## src/rtl/xlat_pkg.sv

```systemverilog
// Shared types for the translation buffer.
// Assumes: at most one flush kind is applied per cycle, chosen by priority.
package xlat_pkg;

    typedef enum logic [1:0] {
        INV_NONE    = 2'd0,
        INV_ALL     = 2'd1,
        INV_PRIVATE = 2'd2,
        INV_PAGE    = 2'd3
    } inv_op_e;

    // Priority: everything > non-global > by page.
    function automatic inv_op_e pick_inv(input logic all, input logic priv, input logic page);
        if (all)       return INV_ALL;
        else if (priv) return INV_PRIVATE;
        else if (page) return INV_PAGE;
        else           return INV_NONE;
    endfunction

    // Address-space rule shared by lookup and page flush.
    function automatic logic space_ok(input logic glob, input logic asn_eq);
        return glob | asn_eq;
    endfunction

endpackage

```

## src/rtl/xlat_repl_ptr.sv

```systemverilog
// Round-robin replacement pointer.
// Assumes: clr has priority over adv; adv steps by exactly one slot and wraps.
module xlat_repl_ptr #(
    parameter  int ENTRIES = 8,
    localparam int PW      = (ENTRIES > 1) ? $clog2(ENTRIES) : 1
) (
    input  logic          clk,
    input  logic          rst_n,
    input  logic          clr,
    input  logic          adv,
    output logic [PW-1:0] ptr
);
    localparam logic [PW-1:0] LAST = PW'(ENTRIES - 1);

    // Pointer update: clear, step, or hold.
    always_ff @(posedge clk) begin
        if (!rst_n)      ptr <= '0;
        else if (clr)    ptr <= '0;
        else if (adv)    ptr <= (ptr == LAST) ? '0 : ptr + PW'(1);
    end


    ptr_wrap_chk: assert property (@(posedge clk) disable iff (!rst_n)
        (adv && !clr && ptr == LAST) |=> (ptr == '0));

    ptr_step_chk: assert property (@(posedge clk) disable iff (!rst_n)
        (adv && !clr && ptr != LAST) |=> (ptr == $past(ptr) + PW'(1)));

    ptr_clear_chk: assert property (@(posedge clk) disable iff (!rst_n)
        clr |=> (ptr == '0));

    ptr_hold_chk: assert property (@(posedge clk) disable iff (!rst_n)
        (!adv && !clr) |=> $stable(ptr));

endmodule

```

## src/rtl/xlat_store.sv

```systemverilog
// Slot storage with valid flags, flush decoding and insert write port.
// Assumes: the caller suppresses ins_en when the operation is INV_ALL; an
// insert into a slot wins over a flush of that same slot.
module xlat_store
    import xlat_pkg::*;
#(
    parameter  int ENTRIES = 8,
    parameter  int VPN_W   = 20,
    parameter  int PPN_W   = 16,
    parameter  int ASN_W   = 8,
    parameter  int MODES   = 4,
    localparam int PW      = (ENTRIES > 1) ? $clog2(ENTRIES) : 1
) (
    input  logic               clk,
    input  logic               rst_n,
    input  inv_op_e            op,
    input  logic [VPN_W-1:0]   inv_vpn,
    input  logic [ASN_W-1:0]   inv_asn,
    input  logic               ins_en,
    input  logic [PW-1:0]      ins_slot,
    input  logic [VPN_W-1:0]   ins_vpn,
    input  logic [PPN_W-1:0]   ins_ppn,
    input  logic [ASN_W-1:0]   ins_asn,
    input  logic               ins_glob,
    input  logic [MODES-1:0]   ins_rd,
    input  logic [MODES-1:0]   ins_wr,
    input  logic               ins_frd,
    input  logic               ins_fwr,
    output logic [ENTRIES-1:0] valid_q,
    output logic [ENTRIES-1:0] glob_q,
    output logic [ENTRIES-1:0] frd_q,
    output logic [ENTRIES-1:0] fwr_q,
    output logic [VPN_W-1:0]   vpn_q [ENTRIES],
    output logic [PPN_W-1:0]   ppn_q [ENTRIES],
    output logic [ASN_W-1:0]   asn_q [ENTRIES],
    output logic [MODES-1:0]   rd_q  [ENTRIES],
    output logic [MODES-1:0]   wr_q  [ENTRIES]
);
    logic [ENTRIES-1:0] kill;

    // Per-slot kill decision for the selected flush.
    always_comb begin
        for (int i = 0; i < ENTRIES; i++) begin
            unique case (op)
                INV_ALL:     kill[i] = 1'b1;
                INV_PRIVATE: kill[i] = !glob_q[i];
                INV_PAGE:    kill[i] = valid_q[i] && (vpn_q[i] == inv_vpn) &&
                                       space_ok(glob_q[i], asn_q[i] == inv_asn);
                default:     kill[i] = 1'b0;
            endcase
        end
    end

    // Slot registers: insert write, else flush clear.
    always_ff @(posedge clk) begin
        if (!rst_n) begin
            valid_q <= '0;
            glob_q  <= '0;
            frd_q   <= '0;
            fwr_q   <= '0;
            for (int i = 0; i < ENTRIES; i++) begin
                vpn_q[i] <= '0;
                ppn_q[i] <= '0;
                asn_q[i] <= '0;
                rd_q[i]  <= '0;
                wr_q[i]  <= '0;
            end
        end else begin
            for (int i = 0; i < ENTRIES; i++) begin
                if (ins_en && ins_slot == PW'(i)) begin
                    valid_q[i] <= 1'b1;
                    glob_q[i]  <= ins_glob;
                    frd_q[i]   <= ins_frd;
                    fwr_q[i]   <= ins_fwr;
                    vpn_q[i]   <= ins_vpn;
                    ppn_q[i]   <= ins_ppn;
                    asn_q[i]   <= ins_asn;
                    rd_q[i]    <= ins_rd;
                    wr_q[i]    <= ins_wr;
                end else if (kill[i]) begin
                    valid_q[i] <= 1'b0;
                end
            end
        end
    end


    private_gone_chk: assert property (@(posedge clk) disable iff (!rst_n)
        (op == INV_PRIVATE && !ins_en) |=> ((valid_q & ~glob_q) == '0));

    global_kept_chk: assert property (@(posedge clk) disable iff (!rst_n)
        (op == INV_PRIVATE && !ins_en) |=> (valid_q == $past(valid_q & glob_q)));

    page_no_new_chk: assert property (@(posedge clk) disable iff (!rst_n)
        (op == INV_PAGE && !ins_en) |=> ((valid_q & ~$past(valid_q)) == '0));

    ins_sets_valid_chk: assert property (@(posedge clk) disable iff (!rst_n)
        ins_en |=> valid_q[$past(ins_slot)]);

endmodule

```

## src/rtl/xlat_lookup.sv

```systemverilog
// Combinational associative match with lowest-index priority.
// Assumes: stored fields are stable within a cycle; outputs are zero on miss.
module xlat_lookup
    import xlat_pkg::*;
#(
    parameter int ENTRIES = 8,
    parameter int VPN_W   = 20,
    parameter int PPN_W   = 16,
    parameter int ASN_W   = 8,
    parameter int MODES   = 4
) (
    input  logic               clk,
    input  logic               rst_n,
    input  logic [VPN_W-1:0]   req_vpn,
    input  logic [ASN_W-1:0]   req_asn,
    input  logic [ENTRIES-1:0] valid_q,
    input  logic [ENTRIES-1:0] glob_q,
    input  logic [ENTRIES-1:0] frd_q,
    input  logic [ENTRIES-1:0] fwr_q,
    input  logic [VPN_W-1:0]   vpn_q [ENTRIES],
    input  logic [PPN_W-1:0]   ppn_q [ENTRIES],
    input  logic [ASN_W-1:0]   asn_q [ENTRIES],
    input  logic [MODES-1:0]   rd_q  [ENTRIES],
    input  logic [MODES-1:0]   wr_q  [ENTRIES],
    output logic               hit,
    output logic [PPN_W-1:0]   ppn,
    output logic [MODES-1:0]   rd_en,
    output logic [MODES-1:0]   wr_en,
    output logic               f_rd,
    output logic               f_wr
);
    // Scan high to low so the lowest matching slot is written last and wins.
    always_comb begin
        hit   = 1'b0;
        ppn   = '0;
        rd_en = '0;
        wr_en = '0;
        f_rd  = 1'b0;
        f_wr  = 1'b0;
        for (int i = ENTRIES - 1; i >= 0; i--) begin
            if (valid_q[i] && vpn_q[i] == req_vpn &&
                space_ok(glob_q[i], asn_q[i] == req_asn)) begin
                hit   = 1'b1;
                ppn   = ppn_q[i];
                rd_en = rd_q[i];
                wr_en = wr_q[i];
                f_rd  = frd_q[i];
                f_wr  = fwr_q[i];
            end
        end
    end


    hit_needs_valid_chk: assert property (@(posedge clk) disable iff (!rst_n)
        hit |-> (valid_q != '0));

endmodule

```

## src/rtl/asid_xlat_buf.sv

```systemverilog
// Address-space-tagged translation buffer top.
// Assumes: flush_all > flush_private > flush_page in one cycle; an insert is
// dropped under flush_all; insert and idx_adv together step the pointer once.
module asid_xlat_buf
    import xlat_pkg::*;
#(
    parameter  int ENTRIES = 8,
    parameter  int VPN_W   = 20,
    parameter  int PPN_W   = 16,
    parameter  int ASN_W   = 8,
    parameter  int MODES   = 4,
    localparam int PW      = (ENTRIES > 1) ? $clog2(ENTRIES) : 1
) (
    input  logic             clk,
    input  logic             rst_n,
    input  logic [VPN_W-1:0] lk_vpn,
    input  logic [ASN_W-1:0] lk_asn,
    output logic             lk_hit,
    output logic [PPN_W-1:0] lk_ppn,
    output logic [MODES-1:0] lk_rd_en,
    output logic [MODES-1:0] lk_wr_en,
    output logic             lk_fault_rd,
    output logic             lk_fault_wr,
    input  logic             ins_valid,
    input  logic [VPN_W-1:0] ins_vpn,
    input  logic [PPN_W-1:0] ins_ppn,
    input  logic [ASN_W-1:0] ins_asn,
    input  logic             ins_global,
    input  logic [MODES-1:0] ins_rd_en,
    input  logic [MODES-1:0] ins_wr_en,
    input  logic             ins_fault_rd,
    input  logic             ins_fault_wr,
    input  logic             flush_all,
    input  logic             flush_private,
    input  logic             flush_page,
    input  logic [VPN_W-1:0] flush_vpn,
    input  logic [ASN_W-1:0] flush_asn,
    input  logic             idx_adv,
    output logic [PW-1:0]    idx_slot,
    output logic             idx_valid,
    output logic [VPN_W-1:0] idx_vpn,
    output logic [PPN_W-1:0] idx_ppn,
    output logic [ASN_W-1:0] idx_asn,
    output logic             idx_global
);
    inv_op_e            op;
    logic               ins_en;
    logic [ENTRIES-1:0] valid_q, glob_q, frd_q, fwr_q;
    logic [VPN_W-1:0]   vpn_q [ENTRIES];
    logic [PPN_W-1:0]   ppn_q [ENTRIES];
    logic [ASN_W-1:0]   asn_q [ENTRIES];
    logic [MODES-1:0]   rd_q  [ENTRIES];
    logic [MODES-1:0]   wr_q  [ENTRIES];

    // Command decode: flush priority and insert suppression.
    always_comb begin
        op     = pick_inv(flush_all, flush_private, flush_page);
        ins_en = ins_valid && (op != INV_ALL);
    end

    xlat_repl_ptr #(.ENTRIES(ENTRIES)) u_ptr (
        .clk (clk),
        .rst_n (rst_n),
        .clr (flush_all),
        .adv (ins_valid | idx_adv),
        .ptr (idx_slot)
    );

    xlat_store #(
        .ENTRIES(ENTRIES), .VPN_W(VPN_W), .PPN_W(PPN_W), .ASN_W(ASN_W), .MODES(MODES)
    ) u_store (
        .clk (clk), .rst_n (rst_n), .op (op),
        .inv_vpn (flush_vpn), .inv_asn (flush_asn),
        .ins_en (ins_en), .ins_slot (idx_slot),
        .ins_vpn (ins_vpn), .ins_ppn (ins_ppn), .ins_asn (ins_asn),
        .ins_glob (ins_global), .ins_rd (ins_rd_en), .ins_wr (ins_wr_en),
        .ins_frd (ins_fault_rd), .ins_fwr (ins_fault_wr),
        .valid_q (valid_q), .glob_q (glob_q), .frd_q (frd_q), .fwr_q (fwr_q),
        .vpn_q (vpn_q), .ppn_q (ppn_q), .asn_q (asn_q), .rd_q (rd_q), .wr_q (wr_q)
    );

    xlat_lookup #(
        .ENTRIES(ENTRIES), .VPN_W(VPN_W), .PPN_W(PPN_W), .ASN_W(ASN_W), .MODES(MODES)
    ) u_lookup (
        .clk (clk), .rst_n (rst_n),
        .req_vpn (lk_vpn), .req_asn (lk_asn),
        .valid_q (valid_q), .glob_q (glob_q), .frd_q (frd_q), .fwr_q (fwr_q),
        .vpn_q (vpn_q), .ppn_q (ppn_q), .asn_q (asn_q), .rd_q (rd_q), .wr_q (wr_q),
        .hit (lk_hit), .ppn (lk_ppn), .rd_en (lk_rd_en), .wr_en (lk_wr_en),
        .f_rd (lk_fault_rd), .f_wr (lk_fault_wr)
    );

    // Index port: view of the slot under the replacement pointer.
    always_comb begin
        idx_valid  = valid_q[idx_slot];
        idx_vpn    = vpn_q[idx_slot];
        idx_ppn    = ppn_q[idx_slot];
        idx_asn    = asn_q[idx_slot];
        idx_global = glob_q[idx_slot];
    end


    flush_all_empty_chk: assert property (@(posedge clk) disable iff (!rst_n)
        flush_all |=> (valid_q == '0));

    reset_empty_chk: assert property (@(posedge clk)
        !rst_n |=> (valid_q == '0 && idx_slot == '0));

endmodule

```

## config.mk

```make
export PLATFORM = sky130hd
export DESIGN_NAME = asid_xlat_buf
export DESIGN_NICKNAME = d
export VERILOG_FILES = /design/src/rtl/xlat_pkg.sv /design/src/rtl/xlat_repl_ptr.sv /design/src/rtl/xlat_store.sv /design/src/rtl/xlat_lookup.sv /design/src/rtl/asid_xlat_buf.sv
export SDC_FILE = /design/constraint.sdc
export NUM_CORES = 2
export LEC_CHECK = 0
export CORE_MARGIN = 2
export CORE_UTILIZATION = 42
export DETAILED_ROUTE_END_ITERATION = 6
export PLACE_DENSITY_LB_ADDON = 0.1
export SETUP_SLACK_MARGIN = 0.4
export SKIP_LAST_GASP = 1
export SYNTH_ARGS = -nofsm -noshare
export SYNTH_HDL_FRONTEND = slang
export SYNTH_HIERARCHICAL = 1
export SYNTH_SLANG_ARGS = --single-unit
```

## constraint.sdc

```tcl
create_clock -name clk -period 4.2 [get_ports clk]
set_input_delay 1.05 -clock clk [delete_from_list [all_inputs] [get_ports clk]]
set_output_delay 1.05 -clock clk [all_outputs]
set_load 0.05 [all_outputs]
```

=== Word level (Yosys, flattened, before mapping) ===
Cells that the tools add are included.

* Add/subtract/negate cells: 1
* $lt $le $gt $ge: 2
* Equality and inequality tests: 43
* Multiplexer cells: 89
* Bitwise gates (word level): 19
* Reduce and logical (&&, ||, !) cells: 59

{| class="wikitable"
|+ Operators with widths
! operator !! number
|-
| $eq 20x20->1 || 16
|-
| $mux 16 || 10
|-
| $eq 8x8->1 || 16
|-
| $mux 4 || 16
|-
| $bmux 20 s3 || 1
|-
| $bmux 16 s3 || 1
|-
| $mux 1 || 42
|-
| $logic_and 1x1->1 || 41
|-
| $mux 20 || 2
|-
| $bmux 8 s3 || 1
|-
| $pmux 1 s3 || 8
|-
| $or 1x1->1 || 17
|-
| $mux 8 || 2
|-
| $reduce_bool 2->1 || 8
|-
| $eq 3x3->1 const B || 4
|-
| $logic_not 1->1 || 8
|-
| $bmux 1 s3 || 2
|-
| $eq 3x2->1 const B || 2
|-
| $mux 2 || 3
|-
| $eq 2x2->1 const B || 2
|-
| $ge 4x4->1 const B || 1
|-
| $lt 3x4->1 const B || 1
|-
| $not 3->4 || 1
|-
| $add 3x1->3 const B || 1
|-
| 7 further kinds || 7
|}

* Flip-flop bits (word level): 451
* Input bits: 118

=== Longest topological paths before layout ===
* Depth after elaboration: 11
* Gate-level depth with buffers: 11
* Mapped depth without buffers: 7

=== Modules after synthesis ===
The synthesis kept the hierarchy.

{| class="wikitable"
|+ By module, submodules not included
! module !! instances !! cells each !! area an instance (µm²) !! seq. area each (µm²)
|-
| xlat_store || 1 || 2,353 || 19,691.4 || 8,968.6
|-
| xlat_lookup || 1 || 749 || 5,166.2 || 0.0
|-
| asid_xlat_buf || 1 || 169 || 3,056.7 || 0.0
|-
| xlat_repl_ptr || 1 || 14 || 147.6 || 60.1
|}

=== Least setup slack after synthesis ===
No wires, ideal clock.

* Kind: input-to-output
* Start point: input lk_vpn[0]
* End point: output lk_wr_en[1]
* Arrival: 3,389 ps
* Required time: 3,150 ps
* Path slack: -239 ps
* Stages on the path: 10
* Path buffers: 3
* Cell sequence: buf_2 xor2_1 nor4_1 nand4_1 or3_1 buf_2 buf_2 o311ai_1 a311oi_1 o21ai_1

* Cells in the longest elaborated chain, start to end: 11
* Elaborated cells on any way between the ends: 32
* Those cells by class: eq/ne: 8; mux: 8; reduce/logical: 16

{| class="wikitable"
|+ RTL lines
! what !! RTL line !! source
|-
| from (decl) || asid_xlat_buf.sv:16 || <nowiki>input logic [VPN_W-1:0] lk_vpn,</nowiki>
|-
| $eq 20x20->1 || xlat_lookup.sv:41 || <nowiki>if (valid_q[i] && vpn_q[i] == req_vpn &&</nowiki>
|-
| $logic_and 1x1->1 (2 in series) || xlat_lookup.sv:41 ||
|-
| $mux 4 (7 in series) || xlat_lookup.sv:41 ||
|-
| $mux 4 (*) || xlat_lookup.sv:41 ||
|-
| to (decl) || asid_xlat_buf.sv:21 || <nowiki>output logic [MODES-1:0] lk_wr_en,</nowiki>
|}

Mark *: on every way between the ends. The rest lies on a longest branch, timed or not.

=== Final worst setup path ===
* Start point: input lk_vpn[4]
* End point: output lk_ppn[14]

* Cells in the longest elaborated chain, start to end: 11
* Elaborated cells on any way between the ends: 32
* Those cells by class: eq/ne: 8; mux: 8; reduce/logical: 16

{| class="wikitable"
|+ RTL lines
! what !! RTL line !! source
|-
| $eq 20x20->1 || xlat_lookup.sv:41 ||
|-
| $logic_and 1x1->1 (2 in series) || xlat_lookup.sv:41 ||
|-
| $mux 16 (7 in series) || xlat_lookup.sv:41 ||
|-
| $mux 16 (*) || xlat_lookup.sv:41 ||
|-
| to (decl) || asid_xlat_buf.sv:19 || <nowiki>output logic [PPN_W-1:0] lk_ppn,</nowiki>
|}

Marked as above.

==> impl_summary.log <==
[metrics] result of the run: finished with violations
[metrics] violated checks: setup timing
[metrics] sort of element at the end of the critical path: primary output
[metrics] total iterations of the first detailed-routing run: 6
[metrics] FF+latch count, synth: 451
[metrics] total number of nets in the final design: 3728
[metrics] fraction of layout instances using a drive strength above 1: 25.1%
[metrics] minimum setup slack in the final design: -529 ps
[metrics] number of failing setup endpoints in the final timing report: 27
[metrics] area used by sequential logic in the layout: 0.00904 mm²
[metrics] Congestion Overflow GR: 0
[metrics] Worst Max-Slew Pin Slew: 992 ps
[metrics] global router's overall resource usage: 36.2%
[metrics] number of standard-cell rows in the floorplan: 94
[metrics] area delta synth->final: 34.8%
[metrics] highest fanout seen on the critical path: 5
[metrics] Fin Hold WS: 455 ps
[metrics] share of the synthesized area in the top cell type: 32.2%
[metrics] die width: 262 µm
[metrics] total of buffers placed on input and output ports: 193
[metrics] Reg2Reg Launch Point: u_ptr/ptr[1]$_SDFFE_PP0P_
[metrics] maximum vdd ir drop: 0.313 mV
[metrics] WL met1: 51800 µm
[metrics] fin util: 57.3%
[metrics] vias in the first global route: 26.5k
[metrics] Core ar.: 0.0660 mm²
[metrics] hold violation total from the final report: 0
[metrics] area of combinational cells with multiple inputs: 0.0193 mm²
[metrics] data required time at the worst endpoint: 3150 ps
[metrics] First DRT Iteration DRCs: 2572
[metrics] length in cells of the worst reg-to-reg path: 6
[metrics] top_reg_cell synth: dfxtp_1
[metrics] leakage power figure: 13.8 nW
[metrics] number of distinct standard cells referenced by the synthesized netlist: 58
[metrics] CTS clk-pin slew, worst paths: 60 ps
[metrics] R2R Setup Slk: 1440 ps
[metrics] Max-Cap Viols: 0
[metrics] Filler cells: 5812
[metrics] Post-Syn Nets: 3405
[metrics] initial core utilization: 42.5%
[metrics] Die Area: 0.0689 mm²
[metrics] number of antenna violations at the first check in global routing: 2
[metrics] global-route wire length before repair: 186000 µm
[metrics] HPWL reported at the end of detailed placement: 88600 µm
[metrics] maximum buffer depth of the clock tree: 3
[metrics] count of H-tree levels built during CTS: 2
[metrics] Worst Skew: 22.5 ps
[metrics] Mapped Avg Cell Area: 8.54 µm²
[metrics] routability cong.: 1.03
[metrics] drt total wl: 130000 µm
[metrics] final critical path time including I/O delays and setup: 4730 ps
[metrics] Seq/Total Area, Yosys: 32.2%
[metrics] async set-or-reset flop fraction in the synthesized netlist: 0%
[metrics] number of vias after detailed routing: 27.2k
[metrics] CP startpoint kind: input pin
[metrics] Ys Warns: 6
[metrics] DRT antenna net count: 0
[metrics] routed length on met3: 9860 µm
[metrics] highest routing layer actually used: met4
[metrics] Hold Path Cell Cnt: 2
[metrics] number of vias per cell: 6.03
[metrics] worst setup path category: input pin to primary output
[metrics] DRC violations left: 0
[metrics] IO Count: 194
[metrics] TritonCTS Buffers: 54
[metrics] slew margin rel.: 33.9%
[metrics] data arrival time of the worst path: 3680 ps
[metrics] clock tree from TritonCTS: done
[metrics] part of the cycle the worst path needs: 113%
[metrics] dpl cells: 4314
[metrics] post-synthesis cell count: 3285
[metrics] clock latency of the later-clocked register in the worst-skew pair: 630 ps
[metrics] endpoint of the worst register-to-register path: u_store/valid_q[4]$_SDFFE_PN0P_
[metrics] Clock Sinks: 451
[metrics] post-route insts no fill: 4517
[metrics] detailed-route wire length per cell: 28.8 µm
[metrics] most area-hungry cell type in the Yosys netlist: dfxtp_1
[metrics] class of the most critical hold timing path: flop to flop
[metrics] PwrDens: 287 mW/mm²
[metrics] root buffer selected by CTS: clkbuf_16
[metrics] Final Slew Violations: 0
[metrics] die height: 262 µm
[metrics] capture endpoint of the worst hold path: u_store/rd_q[24]$_SDFFE_PN0P_
[metrics] unrepaired setup endpoints after global routing: true
[metrics] biggest area contributors in the synthesized netlist: dfxtp_1 (32%), nand2_1 (13%), a21boi_0 (11%), xor2_1 (7.9%), xnor2_1 (6.1%)
[metrics] post-synthesis instance area: 0.0281 mm²
[metrics] largest net degree at the start of global routing: 173
[metrics] hold wc startpoint: u_store/rd_q[24]$_SDFFE_PN0P_
[metrics] met2 WL post-DR: 60700 µm
[metrics] number of synthesized flops with an enable pin: 0
[metrics] top achievable clock speed: 0.211 GHz
==> cells in the mapped netlist (all sizes together), types with 5 or more instances <==
| cell type | n |
|---|---|
| nand2b | 6 |
| or3 | 5 |
| mux2 | 46 |
| xor2 | 254 |
| nand3 | 10 |
| o21ai | 56 |
| o311ai | 52 |
| buf | 244 |
| a41o | 9 |
| xnor2 | 194 |
| nor2 | 45 |
| nor3 | 8 |
| and3 | 7 |
| nand4 | 102 |
| clkbuf | 106 |
| mux4 | 92 |
| a21boi | 444 |
| a311oi | 26 |
| nor4b | 27 |
| dfxtp | 451 |
| nor4 | 65 |
| nand2 | 962 |
| a21oi | 35 |
==> sequential cells by signal, summed over array words and instances, names as in the netlist <==
signal and cells:
u_store/valid_q 8, u_ptr/ptr 3, u_store/ppn_q 128, u_store/fwr_q 8, u_store/rd_q 32, u_store/frd_q 8
u_store/glob_q 8, u_store/asn_q 64, u_store/wr_q 32, u_store/vpn_q 160
==> metal layers <==
| metal | up-vias | global-route usage [%] |
|---|---|---|
| li1 | 11900 | - |
| met1 | 13400 | 46.4 |
| met2 | 1497 | 60.6 |
| met3 | 380 | 4.38 |
| met4 | 0 | 17.7 |
| met5 | - | 0 |
==> stage by stage <==
step                instance area [µm²]  setup WS, ps  power, mW  TNS, ps
floorplan                         28400          52.4       5.19        0
detailed placement                32400         -1330       5.67   -33680
global placement                  32400         -1350       5.67   -33670
CTS                               36800          -466       10.8   -11340
global route                      37800          -602       11.1   -13350
finish                            37800          -529       10.8   -11930
==> layout by cell type (no fill, tap or decap), types with 10 or more instances in the layout <==
cell type          n
mux4_2            34
buf_2             12
o21ai_2           29
nor4_1            39
nand4_1          102
nand2_1          962
clkdlybuf4s50_1   91
o311ai_2          16
xor2_1           235
nor4_4            10
dlygate4sd2_1     34
buf_6             69
buf_16            12
xnor2_4           14
mux4_1            58
xor2_2            13
clkbuf_8          16
buf_8             19
mux2_2            46
o311ai_4          33
nor4_2            16
a21boi_0         396
buf_12            67
o21ai_0           13
xnor2_2           25
a21oi_1           33
xnor2_1          155
a311oi_2          21
clkbuf_16         60
dfxtp_1          448
nor4b_2           15
a21boi_1          48
buf_4            299
nor2_1            42
==> area by class of cell <==
cell class | instances | share of cell area [%]
diodes | 1 | 0.00661
clock inverters | 19 | 0.678
inverters | 1 | 0.00992
clock buffers | 81 | 4.43
repair buffers | 616 | 17.1
flip-flops and latches | 451 | 23.9
multi-input cells | 2484 | 51.1
well taps | 864 | 2.86
==> critical path, cell delays in order <==
cell,delay [ps]
buf_4,140
buf_6,120
buf_6,130
xnor2_2,140
nand4_1,240
nor4_4,320
and3_4,270
buf_12,120
buf_12,130
buf_6,100
buf_6,120
o311ai_4,90
a311oi_2,310
buf_4,180
o21ai_2,60
buf_6,160
==> how the worst max path moves through the flow <==
stage	slack [ps]	cells past startpoint	to	start
final	-530	16	lk_ppn[14]	lk_vpn[4]
after global routing	-600	16	lk_ppn[8]	lk_asn[1]
after CTS	-470	15	lk_fault_wr	lk_vpn[13]
after detailed placement	-1330	12	lk_ppn[13]	lk_vpn[12]
after global placement	-1350	11	lk_ppn[15]	lk_vpn[12]
after floorplan	50	10	lk_wr_en[1]	lk_asn[1]
==> cells by family after synthesis <==
logic type      Yosys count  share of synthesized area [%]
compound gates          639                           16.8
xor+xnor                448                           14.0
fa+ha+maj                 2                         0.0892
buf+inv                 351                           7.30
flops                   451                           32.2
mux                     139                           10.0
simple gates           1255                           19.7
==> what timing repair did <==
item,in CTS,in global routing
resized for setup,455,136
endpoints found under the hold margin,0,0
pin swaps,107,77
cloned,15,3
setup buffers,57,27
setup endpoints to repair,72,31
hold buffers,0,0
==> report_power, final <==
part | internal (mW) | switching, mW | leakage [nW] | total, mW
sequential | 4.32 | 0.0506 | 3.64 | 4.37
combinational | 0.557 | 0.778 | 9.22 | 1.33
clock | 3.11 | 2.03 | 0.951 | 5.15
Note: power is estimated with default switching activity, not from simulation.
